**config.mk**
```make
export PLATFORM = sky130hd
export DESIGN_NAME = disk_irq_handler
export DESIGN_NICKNAME = d
export VERILOG_FILES = /design/src/rtl/disk_irq_pkg.sv /design/src/rtl/disk_irq_classify.sv /design/src/rtl/disk_sb_collect.sv /design/src/rtl/disk_irq_ctrl.sv /design/src/rtl/disk_irq_handler.sv
export SDC_FILE = /design/constraint.sdc
export NUM_CORES = 1
export LEC_CHECK = 0
export BUFFER_PORTS_ARGS = -buffer_cell sky130_fd_sc_hd__buf_2
export CAP_MARGIN = 40
export CORE_UTILIZATION = 50
export CTS_BUF_LIST = sky130_fd_sc_hd__clkbuf_8
export DETAILED_ROUTE_END_ITERATION = 16
export PLACE_DENSITY = 0.9
export REMOVE_ABC_BUFFERS = 1
export SYNTH_ARGS = -nofsm -noshare
export SYNTH_HDL_FRONTEND = slang
export SYNTH_SLANG_ARGS = --single-unit
```
**constraint.sdc**
```tcl
create_clock -name clk -period 5.1 [get_ports clk]
set_input_delay 1.02 -clock clk [delete_from_list [all_inputs] [get_ports clk]]
set_output_delay 1.02 -clock clk [all_outputs]
set_load 0.05 [all_outputs]
```
**src/rtl/disk_irq_pkg.sv**
```systemverilog
package disk_irq_pkg;
  localparam int ID_W    = 4;
  localparam int DEV_W   = 3;
  localparam int DEV_LSB = 5;

  localparam logic [ID_W-1:0] ID_OK       = 4'd1;
  localparam logic [ID_W-1:0] ID_OK_ECC   = 4'd3;
  localparam logic [ID_W-1:0] ID_OK_RETRY = 4'd5;
  localparam logic [ID_W-1:0] ID_OK_WARN  = 4'd8;
  localparam logic [ID_W-1:0] ID_ABORT    = 4'd9;
  localparam logic [ID_W-1:0] ID_RESET    = 4'd10;
  localparam logic [ID_W-1:0] ID_XFER     = 4'd11;
  localparam logic [ID_W-1:0] ID_ATTN     = 4'd15;

  localparam logic [4:0] CMD_READ  = 5'd1;
  localparam logic [4:0] CMD_WRITE = 5'd2;

  // control byte: bit 0 interrupt enable, bit 1 DMA enable
  localparam logic [7:0] CTL_XFER_GO = 8'h03;

  typedef enum logic [2:0] {
    CLS_DONE, CLS_XFER, CLS_QUIET, CLS_FATAL, CLS_FAIL
  } irq_class_e;

  typedef enum logic [2:0] {
    ST_IDLE, ST_ISR, ST_SBCHK, ST_SBMORE, ST_DISP, ST_EOI
  } hst_e;
endpackage

```
**src/rtl/disk_irq_classify.sv**
```systemverilog
module disk_irq_classify
  import disk_irq_pkg::*;
(
  input  logic [ID_W-1:0] id_i,
  output irq_class_e      cls_o,
  output logic            eoi_o
);
  always_comb begin
    case (id_i)
      ID_OK, ID_OK_ECC, ID_OK_RETRY, ID_OK_WARN: cls_o = CLS_DONE;
      ID_XFER:                                   cls_o = CLS_XFER;
      ID_ABORT, ID_RESET:                        cls_o = CLS_QUIET;
      ID_ATTN:                                   cls_o = CLS_FATAL;
      default:                                   cls_o = CLS_FAIL;
    endcase
    eoi_o = (cls_o != CLS_XFER) && (cls_o != CLS_FATAL);
  end
endmodule

```
**src/rtl/disk_sb_collect.sv**
```systemverilog
module disk_sb_collect #(
  parameter int DEPTH  = 8,
  parameter int WORD_W = 16,
  parameter int LEN_W  = 8
) (
  input  logic                    clk,
  input  logic                    rst_n,
  input  logic                    take_first,
  input  logic                    take_next,
  input  logic [WORD_W-1:0]       word_i,
  output logic [DEPTH*WORD_W-1:0] buf_o,
  output logic                    first_only_o,
  output logic                    last_o,
  output logic                    ovf_o,
  output logic [4:0]              cmd_o
);
  localparam int IDX_W = $clog2(DEPTH + 1);

  logic [LEN_W-1:0] len_w;
  logic [LEN_W-1:0] need_q;
  logic [IDX_W-1:0] idx_q;
  logic             ovf_q;
  logic [4:0]       cmd_q;

  assign len_w        = word_i[WORD_W-1 -: LEN_W];
  assign first_only_o = (len_w <= LEN_W'(1));
  assign last_o       = (need_q == LEN_W'(1));
  assign ovf_o        = ovf_q;
  assign cmd_o        = cmd_q;

  always_ff @(posedge clk) begin
    if (!rst_n) begin
      need_q <= '0;
      idx_q  <= '0;
      ovf_q  <= 1'b0;
      cmd_q  <= '0;
    end else if (take_first) begin
      need_q <= (len_w == '0) ? '0 : len_w - LEN_W'(1);
      idx_q  <= IDX_W'(1);
      ovf_q  <= (len_w > LEN_W'(DEPTH));
      cmd_q  <= word_i[4:0];
    end else if (take_next) begin
      need_q <= need_q - LEN_W'(1);
      if (idx_q < IDX_W'(DEPTH)) idx_q <= idx_q + IDX_W'(1);
    end
  end

  for (genvar e = 0; e < DEPTH; e++) begin : g_ent
    logic [WORD_W-1:0] ent_q;
    always_ff @(posedge clk) begin
      if (!rst_n)
        ent_q <= '0;
      else if (take_first)
        ent_q <= (e == 0) ? word_i : '0;
      else if (take_next && idx_q == IDX_W'(e))
        ent_q <= word_i;
    end
    assign buf_o[e*WORD_W +: WORD_W] = ent_q;
  end
endmodule

```
**src/rtl/disk_irq_ctrl.sv**
```systemverilog
module disk_irq_ctrl
  import disk_irq_pkg::*;
(
  input  logic             clk,
  input  logic             rst_n,
  input  logic             irq_flag_i,
  input  logic [7:0]       isr_data_i,
  input  logic             sw_valid_i,
  input  logic             first_only_i,
  input  logic             last_i,
  input  logic             eoi_need_i,
  input  logic             eoi_ack_i,
  output logic             isr_rd_o,
  output logic             sw_ready_o,
  output logic             take_first_o,
  output logic             take_next_o,
  output logic             disp_o,
  output logic             eoi_req_o,
  output logic             blk_o,
  output logic [DEV_W-1:0] dev_o,
  output logic [ID_W-1:0]  id_o
);
  hst_e st_q, st_n;
  logic spare_unused;

  assign spare_unused = isr_data_i[4];

  always_comb begin
    st_n = st_q;
    case (st_q)
      ST_IDLE:   if (irq_flag_i) st_n = ST_ISR;
      ST_ISR:    st_n = ST_SBCHK;
      ST_SBCHK:  st_n = (sw_valid_i && !first_only_i) ? ST_SBMORE : ST_DISP;
      ST_SBMORE: if (sw_valid_i && last_i) st_n = ST_DISP;
      ST_DISP:   st_n = eoi_need_i ? ST_EOI : ST_IDLE;
      ST_EOI:    if (eoi_ack_i) st_n = ST_IDLE;
      default:   st_n = ST_IDLE;
    endcase
  end

  assign isr_rd_o     = (st_q == ST_ISR);
  assign sw_ready_o   = (st_q == ST_SBCHK) || (st_q == ST_SBMORE);
  assign take_first_o = (st_q == ST_SBCHK) && sw_valid_i;
  assign take_next_o  = (st_q == ST_SBMORE) && sw_valid_i;
  assign disp_o       = (st_q == ST_DISP);
  assign eoi_req_o    = (st_q == ST_EOI);

  always_ff @(posedge clk) begin
    if (!rst_n) begin
      st_q  <= ST_IDLE;
      blk_o <= 1'b0;
      dev_o <= '0;
      id_o  <= '0;
    end else begin
      st_q <= st_n;
      if (st_q == ST_ISR) begin
        dev_o <= isr_data_i[DEV_LSB +: DEV_W];
        id_o  <= isr_data_i[ID_W-1:0];
        blk_o <= 1'b0;
      end else if (take_first_o) begin
        blk_o <= 1'b1;
      end
    end
  end
endmodule

```
**src/rtl/disk_irq_handler.sv**
```systemverilog
module disk_irq_handler
  import disk_irq_pkg::*;
#(
  parameter int SB_DEPTH   = 8,
  parameter int WORD_W     = 16,
  parameter int RESID_IDX  = 3,
  parameter int RBA_LO_IDX = 4
) (
  input  logic                       clk,
  input  logic                       rst_n,
  input  logic                       irq_flag_i,
  output logic                       isr_rd_o,
  input  logic [7:0]                 isr_data_i,
  input  logic                       sw_valid_i,
  output logic                       sw_ready_o,
  input  logic [WORD_W-1:0]          sw_data_i,
  output logic                       ctl_wr_o,
  output logic [7:0]                 ctl_data_o,
  output logic                       done_o,
  output logic                       err_o,
  output logic                       fatal_o,
  output logic                       ovf_o,
  output logic                       eoi_req_o,
  input  logic                       eoi_ack_i,
  output logic [DEV_W-1:0]           eoi_dev_o,
  output logic [ID_W-1:0]            eoi_id_o,
  output logic [SB_DEPTH*WORD_W-1:0] sb_words_o,
  output logic [WORD_W-1:0]          resid_o,
  output logic [2*WORD_W-1:0]        last_rba_o
);
  logic       take_first, take_next, first_only, last_word, sb_ovf;
  logic       disp, blk, eoi_need;
  logic [4:0] cmd;
  irq_class_e cls;
  logic [WORD_W-1:0] resid_q;

  disk_irq_ctrl u_ctrl (
    .clk          (clk),
    .rst_n        (rst_n),
    .irq_flag_i   (irq_flag_i),
    .isr_data_i   (isr_data_i),
    .sw_valid_i   (sw_valid_i),
    .first_only_i (first_only),
    .last_i       (last_word),
    .eoi_need_i   (eoi_need),
    .eoi_ack_i    (eoi_ack_i),
    .isr_rd_o     (isr_rd_o),
    .sw_ready_o   (sw_ready_o),
    .take_first_o (take_first),
    .take_next_o  (take_next),
    .disp_o       (disp),
    .eoi_req_o    (eoi_req_o),
    .blk_o        (blk),
    .dev_o        (eoi_dev_o),
    .id_o         (eoi_id_o)
  );

  disk_sb_collect #(.DEPTH(SB_DEPTH), .WORD_W(WORD_W), .LEN_W(8)) u_sb (
    .clk          (clk),
    .rst_n        (rst_n),
    .take_first   (take_first),
    .take_next    (take_next),
    .word_i       (sw_data_i),
    .buf_o        (sb_words_o),
    .first_only_o (first_only),
    .last_o       (last_word),
    .ovf_o        (sb_ovf),
    .cmd_o        (cmd)
  );

  disk_irq_classify u_cls (
    .id_i  (eoi_id_o),
    .cls_o (cls),
    .eoi_o (eoi_need)
  );

  assign done_o     = disp && (cls == CLS_DONE);
  assign err_o      = disp && (cls == CLS_FAIL);
  assign fatal_o    = disp && (cls == CLS_FATAL);
  assign ctl_wr_o   = disp && (cls == CLS_XFER);
  assign ctl_data_o = ctl_wr_o ? CTL_XFER_GO : '0;
  assign ovf_o      = disp && blk && sb_ovf;

  always_ff @(posedge clk) begin
    if (!rst_n)
      resid_q <= '0;
    else if (disp && blk && (cmd == CMD_READ || cmd == CMD_WRITE) && cls != CLS_XFER)
      resid_q <= sb_words_o[RESID_IDX*WORD_W +: WORD_W];
  end

  assign resid_o    = resid_q;
  assign last_rba_o = sb_words_o[RBA_LO_IDX*WORD_W +: 2*WORD_W];
endmodule

```
==> impl_summary.txt, run 1 <==
----------------------------------------------------
[Outcome]
  Status ... complete, no violations

[Worst setup path]
  Nature of the critical path startpoint ... flop
  Cell depth of the worst flop-to-flop path ... 5
  Slack of the worst reg-to-reg path ... 2.16 ns
  Kind of capture point of the worst setup path ... primary output
  Largest fanout on the critical path ... 25
  Reg-to-reg startpoint ... u_ctrl.st_q[0]
  Required arrival time at the worst endpoint ... 4.08 ns
  Start-to-end type of the worst setup path ... reg2out
  Critical Path Sink ... isr_rd_o
  Worst Setup SP ... u_ctrl.st_q[0]
  Endpoint of the most critical register-to-register path ... u_sb.g_ent[4].ent_q[5]
  Arrival time worst endpoint ... 2.35 ns

[Layout]
  Flip-flop and latch area ... 3520 sq um
  Combined area of the multi-input logic cells ... 3290 sq um
  Synthesis-to-finish area growth ... 19.6%
  Filler-free cell count of the finished design ... 1,107
  Fin nets ... 952
  Layout cell share with drive strength beyond 1 ... 29.9%
  # diodes ... 0
  Post-layout instance area ... 8810 sq um
  Fill cell count ... 1,205
  Final core utilization ... 60.9%

[Logic synthesis]
  Number of enable flip-flop cells after synthesis ... 0
  Biggest area consumer among synthesized cells ... dfxtp_1
  List of most frequent post-synthesis cells ... 176 x dfxtp_1, 162 x nor2_1, 151 x mux2i_1, 41 x buf_4, 34 x clkbuf_1
  Netlist area before placement ... 7370 sq um
  #FFs+latches synth ... 176
  Top-area cell type share of the netlist area ... 47.8%
  Proportion of synthesized flip-flops having asynchronous set or reset ... 0%
  Synth Flop Type ... dfxtp_1
  Share of synthesized area occupied by flip-flops and latches ... 47.8%
  Dominant cells by area after synthesis ... dfxtp_1 48%, mux2i_1 21%, nor2_1 8.2%
  Most used standard cell by instance count after synthesis ... dfxtp_1
  Yosys cell types ... 65
  Avg Synthesized Cell Area ... 9.78 sq um
  Yosys synthesis warning count ... 0
  Cell count after synthesis ... 754

[Worst hold path]
  Type of the most critical hold path ... reg2reg

[Clock tree]
  Post-cts hold buffer count ... 0
  Worst-path clk slew ... 0.09 ns
  Root Buffer ... clkbuf_8
  TritonCTS clock tree ... done
  Max H-tree Level ... 4
  Number of buffers created by CTS ... 17
  Num Clock Sinks ... 176
  Post CTS Setup Buffer Count ... 0
  PostCTS Resize Cnt ... 0
  Largest buffer count on any clock path ... 2
  Worst-Skew Late Latency ... 0.45 ns

[Placed design]
  Setup WS pre-CTS ... 2.08 ns
  Placed instance area ... 8350 sq um
  HPWL after detailed placement ... 12,500 microns
  I/O Buffers ... 220
  Cell count after placement ... 1,077
  Final weighted congestion in routability-driven placement ... 0.784

[GRT]
  Global-route wire length before repair ... 28,400 microns
  Largest net degree at the start of global routing ... 64
  Number of antenna violations at the first check in global routing ... 0
  Total grt overflow ... 0
  Overall Global Routing Usage ... 24.5%
  Via count of the first global-routing pass ... 5,416

[Timing]
  Worst hold slack across all endpoints ... 0.458 ns
  Least setup slack across all paths after layout ... 1.73 ns
  Post-route fraction of the period consumed by the critical path ... 66.0%
  Final setup violating endpoints ... 0
  Unrepaired setup endpoints after global routing ... no
  Largest clock skew in the final design ... 0.0115 ns
  Post-Route Setup TNS ... 0 ns
  Endpoints failing hold ... 0
  Max frequency ... 297 MHz
  Worst Max-Slew Pin Slew ... 0.892 ns
  Count of pins over their slew limit ... 0
  Slew Limit Headroom ... 40.0%
  Final period demand of the worst path ... 3.37 ns

[Detailed routing]
  Iteration-0 DRC count of the detailed router ... 319
  Count of antenna-violating nets left after detailed routing ... 0
  Per-cell routed wire length ... 16.9 microns
  Total length of routed wires ... 18,700 microns
  Number of design rule violations left after detail routing ... 0
  Pre-Repair DR Iteration Count ... 4
  Vias ... 5,871
  Number of vias per cell after detailed routing ... 5.30

[Die]
  Core Footprint ... 14,500 sq um
  Height of the die ... 123 microns
  Std cell rows ... 44
  Overall die area ... 15,200 sq um
  I/O pin cnt ... 228
  Initial core utilization ... 50.9%
  Die boundary width ... 123 microns

[Run]
  Maxcap violations ... 0

[Power]
  Total chip power ... 3.25 mW
  Leakage power summed over all cells ... 5.01 nW
  Max rail drop VDD ... 0.248 mV
  Power density normalized to cell area ... 369 nW/um^2

----------------------------------------------------
==> critical path, cell delays in order (launching register included) <==
cell and delay, ns:
dfxtp_1 0.91, nor3b_2 0.44, buf_4 0.26, buf_2 0.29
==> worst min-delay path by stage <==
stage,depth (start not counted),endpoint,from,slack (ns)
2_1_floorplan,2,u_sb.cmd_o[3],u_sb.cmd_o[3],0.44
3_3_place_gp,2,u_sb.cmd_o[4],u_sb.cmd_o[4],0.45
3_5_place_dp,2,u_sb.cmd_o[3],u_sb.cmd_o[3],0.45
4_1_cts,2,u_sb.cmd_o[3],u_sb.cmd_o[3],0.46
5_1_grt,2,u_sb.cmd_o[2],u_sb.cmd_o[2],0.48
6_report,2,u_sb.cmd_o[3],u_sb.cmd_o[3],0.46
==> power by group <==
| part | internal, mW | switching [mW] | total (mW) |
|---|---|---|---|
| clock network | 0.638 | 0.487 | 1.13 |
| logic | 0.195 | 0.419 | 0.613 |
| registers | 1.43 | 0.0774 | 1.51 |
| total | 2.27 | 0.983 | 3.25 |
==> flip-flops by register name (all words and copies together) (netlist names) <==
| name | cells |
|---|---|
| u_sb.cmd_o | 5 |
| u_cls.cls_o | 3 |
| u_sb.need_q | 8 |
| u_sb.g_ent.ent_q | 128 |
| resid_o | 16 |
| u_ctrl.dev_o | 3 |
| u_ctrl.id_o | 4 |
| u_sb.ovf_o | 1 |
| u_sb.idx_q | 4 |
| u_ctrl.st_q | 3 |
| u_ctrl.blk_o | 1 |
==> layer usage <==
metal	wire, microns	global-route usage (%)	up-vias
li1	-	-	2831
met1	8080	30.5	2820
met2	9170	41.3	196
met3	1070	5.86	24
met4	349	8.43	0
met5	0	0	-
==> placed cells by master, fill, tap and decap left out, drive strengths merged, types with 3 or more instances in the layout <==
cell and n:
o21ai 14, mux2i 151, nor3 6, nor4 4, nand3 6, o31a 3
clkbuf 18, conb 6, a31oi 3, nor3b 5, nor2b 6, and3 4
dfxtp 176, nand3b 4, a21oi 14, nand2 18, or3 3, nand4 4
and3b 3, o31ai 3, bufinv 6, inv 17, ha 11, and2 3
buf 229, nor2 162, or4 4
==> area by class of cell <==
class                   instances  area share (%)
clock buffers                  18            2.81
clock inverters                12            2.46
inverters                      14           0.596
multi-input cells             474            37.3
flip-flops and latches        176            40.0
well taps                     184            2.61
repair buffers                229            14.3
==> cell families (layout without fill, tap and decap cells) <==
| family | after synthesis | after routing | synth area share, % |
|---|---|---|---|
| DFF | 176 | 176 | 47.8 |
| buffers and inverters | 109 | 273 | 7.96 |
| and+or+nand+nor | 244 | 244 | 15.8 |
| other | 1 | 6 | 0.0509 |
| AOI/OAI and AO/OA | 58 | 58 | 5.50 |
| xor gates and xnor gates | 3 | 3 | 0.357 |
| muxes | 152 | 152 | 20.7 |
| adders and majority gates | 11 | 11 | 1.87 |
No activity file was read; power rests on OpenSTA's default activity.
==> run 2: changes to the inputs <==
ABC_AREA = 1   (was not set)
clock period = 3.4 ns   (was 5.1 ns; I/O delays follow)
==> impl_summary.txt, run 2 <==
----------------------------------------------------
[GRT]
  Via count of the first global-routing pass ... 6,147
  Global-route wire length before repair ... 31,400 microns
  Number of antenna violations at the first check in global routing ... 0
  Largest net degree at the start of global routing ... 59
  Overall Global Routing Usage ... 25.6%
  Total grt overflow ... 0

[Layout]
  Fin nets ... 1,178
  Layout cell share with drive strength beyond 1 ... 24.8%
  Fill cell count ... 1,314
  Post-layout instance area ... 8670 sq um
  Flip-flop count of the largest register, all copies and words added ... 128
  # diodes ... 0
  Top library cells by usage in the layout, fill and taps aside ... 220 x buf_2, 201 x nand2_1, 176 x dfxtp_1, 137 x nor2_1, 118 x a21oi_1
  Commonest non-fill, non-tap cell in the layout ... buf_2
  Synthesis-to-finish area growth ... 15.6%
  Filler-free cell count of the finished design ... 1,335
  Largest register by flop count ... u_sb.g_ent.ent_q

[Clock tree]
  Post-cts hold buffer count ... 0
  Num Clock Sinks ... 176
  Worst-path clk slew ... 0.10 ns
  Post CTS Setup Buffer Count ... 0
  Number of buffers created by CTS ... 17
  Root Buffer ... clkbuf_8
  Largest buffer count on any clock path ... 2
  Worst-Skew Late Latency ... 0.46 ns
  TritonCTS clock tree ... done
  Max H-tree Level ... 4
  PostCTS Resize Cnt ... 0

[Worst setup path]
  Nature of the critical path startpoint ... flop
  Largest fanout on the critical path ... 11
  Cell depth of the worst flop-to-flop path ... 6
  Critical Path Sink ... isr_rd_o
  Kind of capture point of the worst setup path ... primary output
  Endpoint of the most critical register-to-register path ... u_sb.g_ent[1].ent_q[13]
  Worst Setup SP ... u_ctrl.st_q[0]
  Required arrival time at the worst endpoint ... 2.72 ns
  Arrival time worst endpoint ... 1.96 ns
  Reg-to-reg startpoint ... u_ctrl.st_q[1]
  Worst path slowest cell ... dfxtp_1
  Slack of the worst reg-to-reg path ... 1.25 ns
  Start-to-end type of the worst setup path ... reg2out
  Path length in cells of the critical path ... 3
  Cell chain of the critical path ... nand3_1, inv_1, buf_2
  Bufs and invs on worst path ... 2
  Largest stage delay on the critical path ... 0.47 ns
  Worst path top cell family by delay ... buffers and inverters

[Logic synthesis]
  Number of enable flip-flop cells after synthesis ... 0
  List of most frequent post-synthesis cells ... 201 x nand2_1, 176 x dfxtp_1, 137 x nor2_1, 118 x a21oi_1, 80 x inv_1
  Dominant cells by area after synthesis ... dfxtp_1 47%, nand2_1 10%, a21oi_1 7.9%
  Avg Synthesized Cell Area ... 7.60 sq um
  Netlist area before placement ... 7500 sq um
  Yosys synthesis warning count ... 0
  Top-area cell type share of the netlist area ... 47.0%
  Cell count after synthesis ... 987
  Most used standard cell by instance count after synthesis ... nand2_1
  Proportion of synthesized flip-flops having asynchronous set or reset ... 0%
  Share of synthesized area occupied by flip-flops and latches ... 47.0%
  Yosys cell types ... 31
  Biggest area consumer among synthesized cells ... dfxtp_1
  #FFs+latches synth ... 176
  Synth Flop Type ... dfxtp_1

[Die]
  Initial core utilization ... 51.4%
  Core Footprint ... 14,600 sq um
  Overall die area ... 15,500 sq um
  Std cell rows ... 44
  I/O pin cnt ... 228
  Die boundary width ... 124 microns
  Height of the die ... 124 microns

[Power]
  Power density normalized to cell area ... 572 nW/um^2
  Total chip power ... 4.96 mW
  Max rail drop VDD ... 0.438 mV
  Part of the power in combinational logic ... 25.4%
  Register share of total power ... 46.1%
  Internal Power ... 3.16 mW
  Switching component of the power ... 1.80 mW
  Leakage power summed over all cells ... 4.10 nW
  Switch share ... 36.3%
  Part of the total power dissipated in the clock network ... 28.5%

[Outcome]
  Status ... complete, no violations

[Detailed routing]
  Vias ... 6,896
  Total length of routed wires ... 20,000 microns
  Number of vias per cell after detailed routing ... 5.17
  Count of antenna-violating nets left after detailed routing ... 0
  Per-cell routed wire length ... 15.0 microns
  Iteration-0 DRC count of the detailed router ... 575
  Pre-Repair DR Iteration Count ... 6
  Number of design rule violations left after detail routing ... 0

[Timing]
  Worst hold slack across all endpoints ... 0.454 ns
  Count of pins over their slew limit ... 0
  Slew Limit Headroom ... 57.0%
  Worst Max-Slew Pin Slew ... 0.644 ns
  Unrepaired setup endpoints after global routing ... no
  Least setup slack across all paths after layout ... 0.762 ns
  Final period demand of the worst path ... 2.64 ns
  Final setup violating endpoints ... 0
  Endpoints failing hold ... 0
  Max frequency ... 379 MHz
  Post-route fraction of the period consumed by the critical path ... 77.6%
  Largest clock skew in the final design ... 0.0196 ns

[Placed design]
  I/O Buffers ... 220
  HPWL after detailed placement ... 13,400 microns
  Placed instance area ... 8280 sq um
  Cell count after placement ... 1,303
  Setup WS pre-CTS ... 0.990 ns
  Final weighted congestion in routability-driven placement ... 0.868

[Run]
  Maxcap violations ... 0

[Worst hold path]
  Type of the most critical hold path ... in2reg

----------------------------------------------------
-- run 2: cell count changes in the layout (fill, tap and decap cells not counted), sizes merged, moves of 17 or more --
| cell | before | now |
|---|---|---|
| nand3 | 6 | 38 |
| inv | 17 | 88 |
| a211oi | 2 | 34 |
| a21oi | 14 | 118 |
| nor2 | 162 | 145 |
| o21ai | 14 | 52 |
| nand2 | 18 | 210 |
| mux2i | 151 | 0 |
-- run 2: stage by stage --
stage	setup TNS, ns	util (%)
finish	0	59.5
global route	0	59.5
floorplan	-2.96	-
CTS	0	59.5
global placement	0	56.8
detailed placement	0	56.8
-- run 2: final cells by class --
type	instances	area (sq um)	share of cell area (%)
Inverter	87	328	3.78
Multi-Input combinational cell	631	3060	35.3
Tap cell	184	230	2.65
Timing Repair Buffer	225	1140	13.1
Sequential cell	176	3520	40.6
Clock inverter	11	104	1.20
Clock buffer	21	289	3.33
-- run 2: cells by family after synthesis --
kind of cell | Yosys count | share of synthesized area [%]
AO/OA/AOI/OAI | 206 | 14.9
XOR/XNOR | 5 | 0.584
adder cells (fa/ha/maj) | 11 | 1.83
buffers and inverters | 185 | 12.5
flip-flops | 176 | 47.0
other | 1 | 0.0500
AND/OR/NAND/NOR | 403 | 23.1
-- run 2: worst register-to-register path: cells and delay by family (launching register included) --
family | cells | cell delay (ns)
buffers and inverters | 1 | 0.07
AOI/OAI and AO/OA | 1 | 0.45
DFF | 1 | 0.36
and+or+nand+nor | 4 | 1.16
-- run 2: per-layer routing --
layer  vias to the layer above  global-route usage [%]  part of all wire [%]
li1                       3409                       -                     -
met4                         0                    11.3                   2.6
met1                      3169                    32.5                    42
met2                       281                    41.6                    48
met5                         -                       0                     0
met3                        37                    5.67                   7.6
-- run 2: power groups by stage --
stage                     Sequential, mW  Clock (mW)  Combinational (mW)
after CTS                           2.28        1.44                1.25
after global placement              2.32           0                1.22
after global routing                2.30        1.53                1.37
final                               2.29        1.42                1.26
after floorplan                     2.60           0               0.632
after detailed placement            2.33           0                1.24
-- run 2: how the worst min path moves through the flow --
| stage | depth (start not counted) | from | slack [ns] | to |
|---|---|---|---|---|
| finish | 3 | isr_data_i[5] | 0.45 | u_ctrl.dev_o[0] |
| global route | 3 | isr_data_i[1] | 0.46 | u_ctrl.id_o[1] |
| CTS | 3 | isr_data_i[5] | 0.43 | u_ctrl.dev_o[0] |
| detailed placement | 2 | u_sb.g_ent[1].ent_q[15] | 0.44 | u_sb.g_ent[1].ent_q[15] |
| global placement | 2 | u_sb.g_ent[2].ent_q[6] | 0.44 | u_sb.g_ent[2].ent_q[6] |
| floorplan | 2 | u_sb.ovf_o | 0.44 | u_sb.ovf_o |
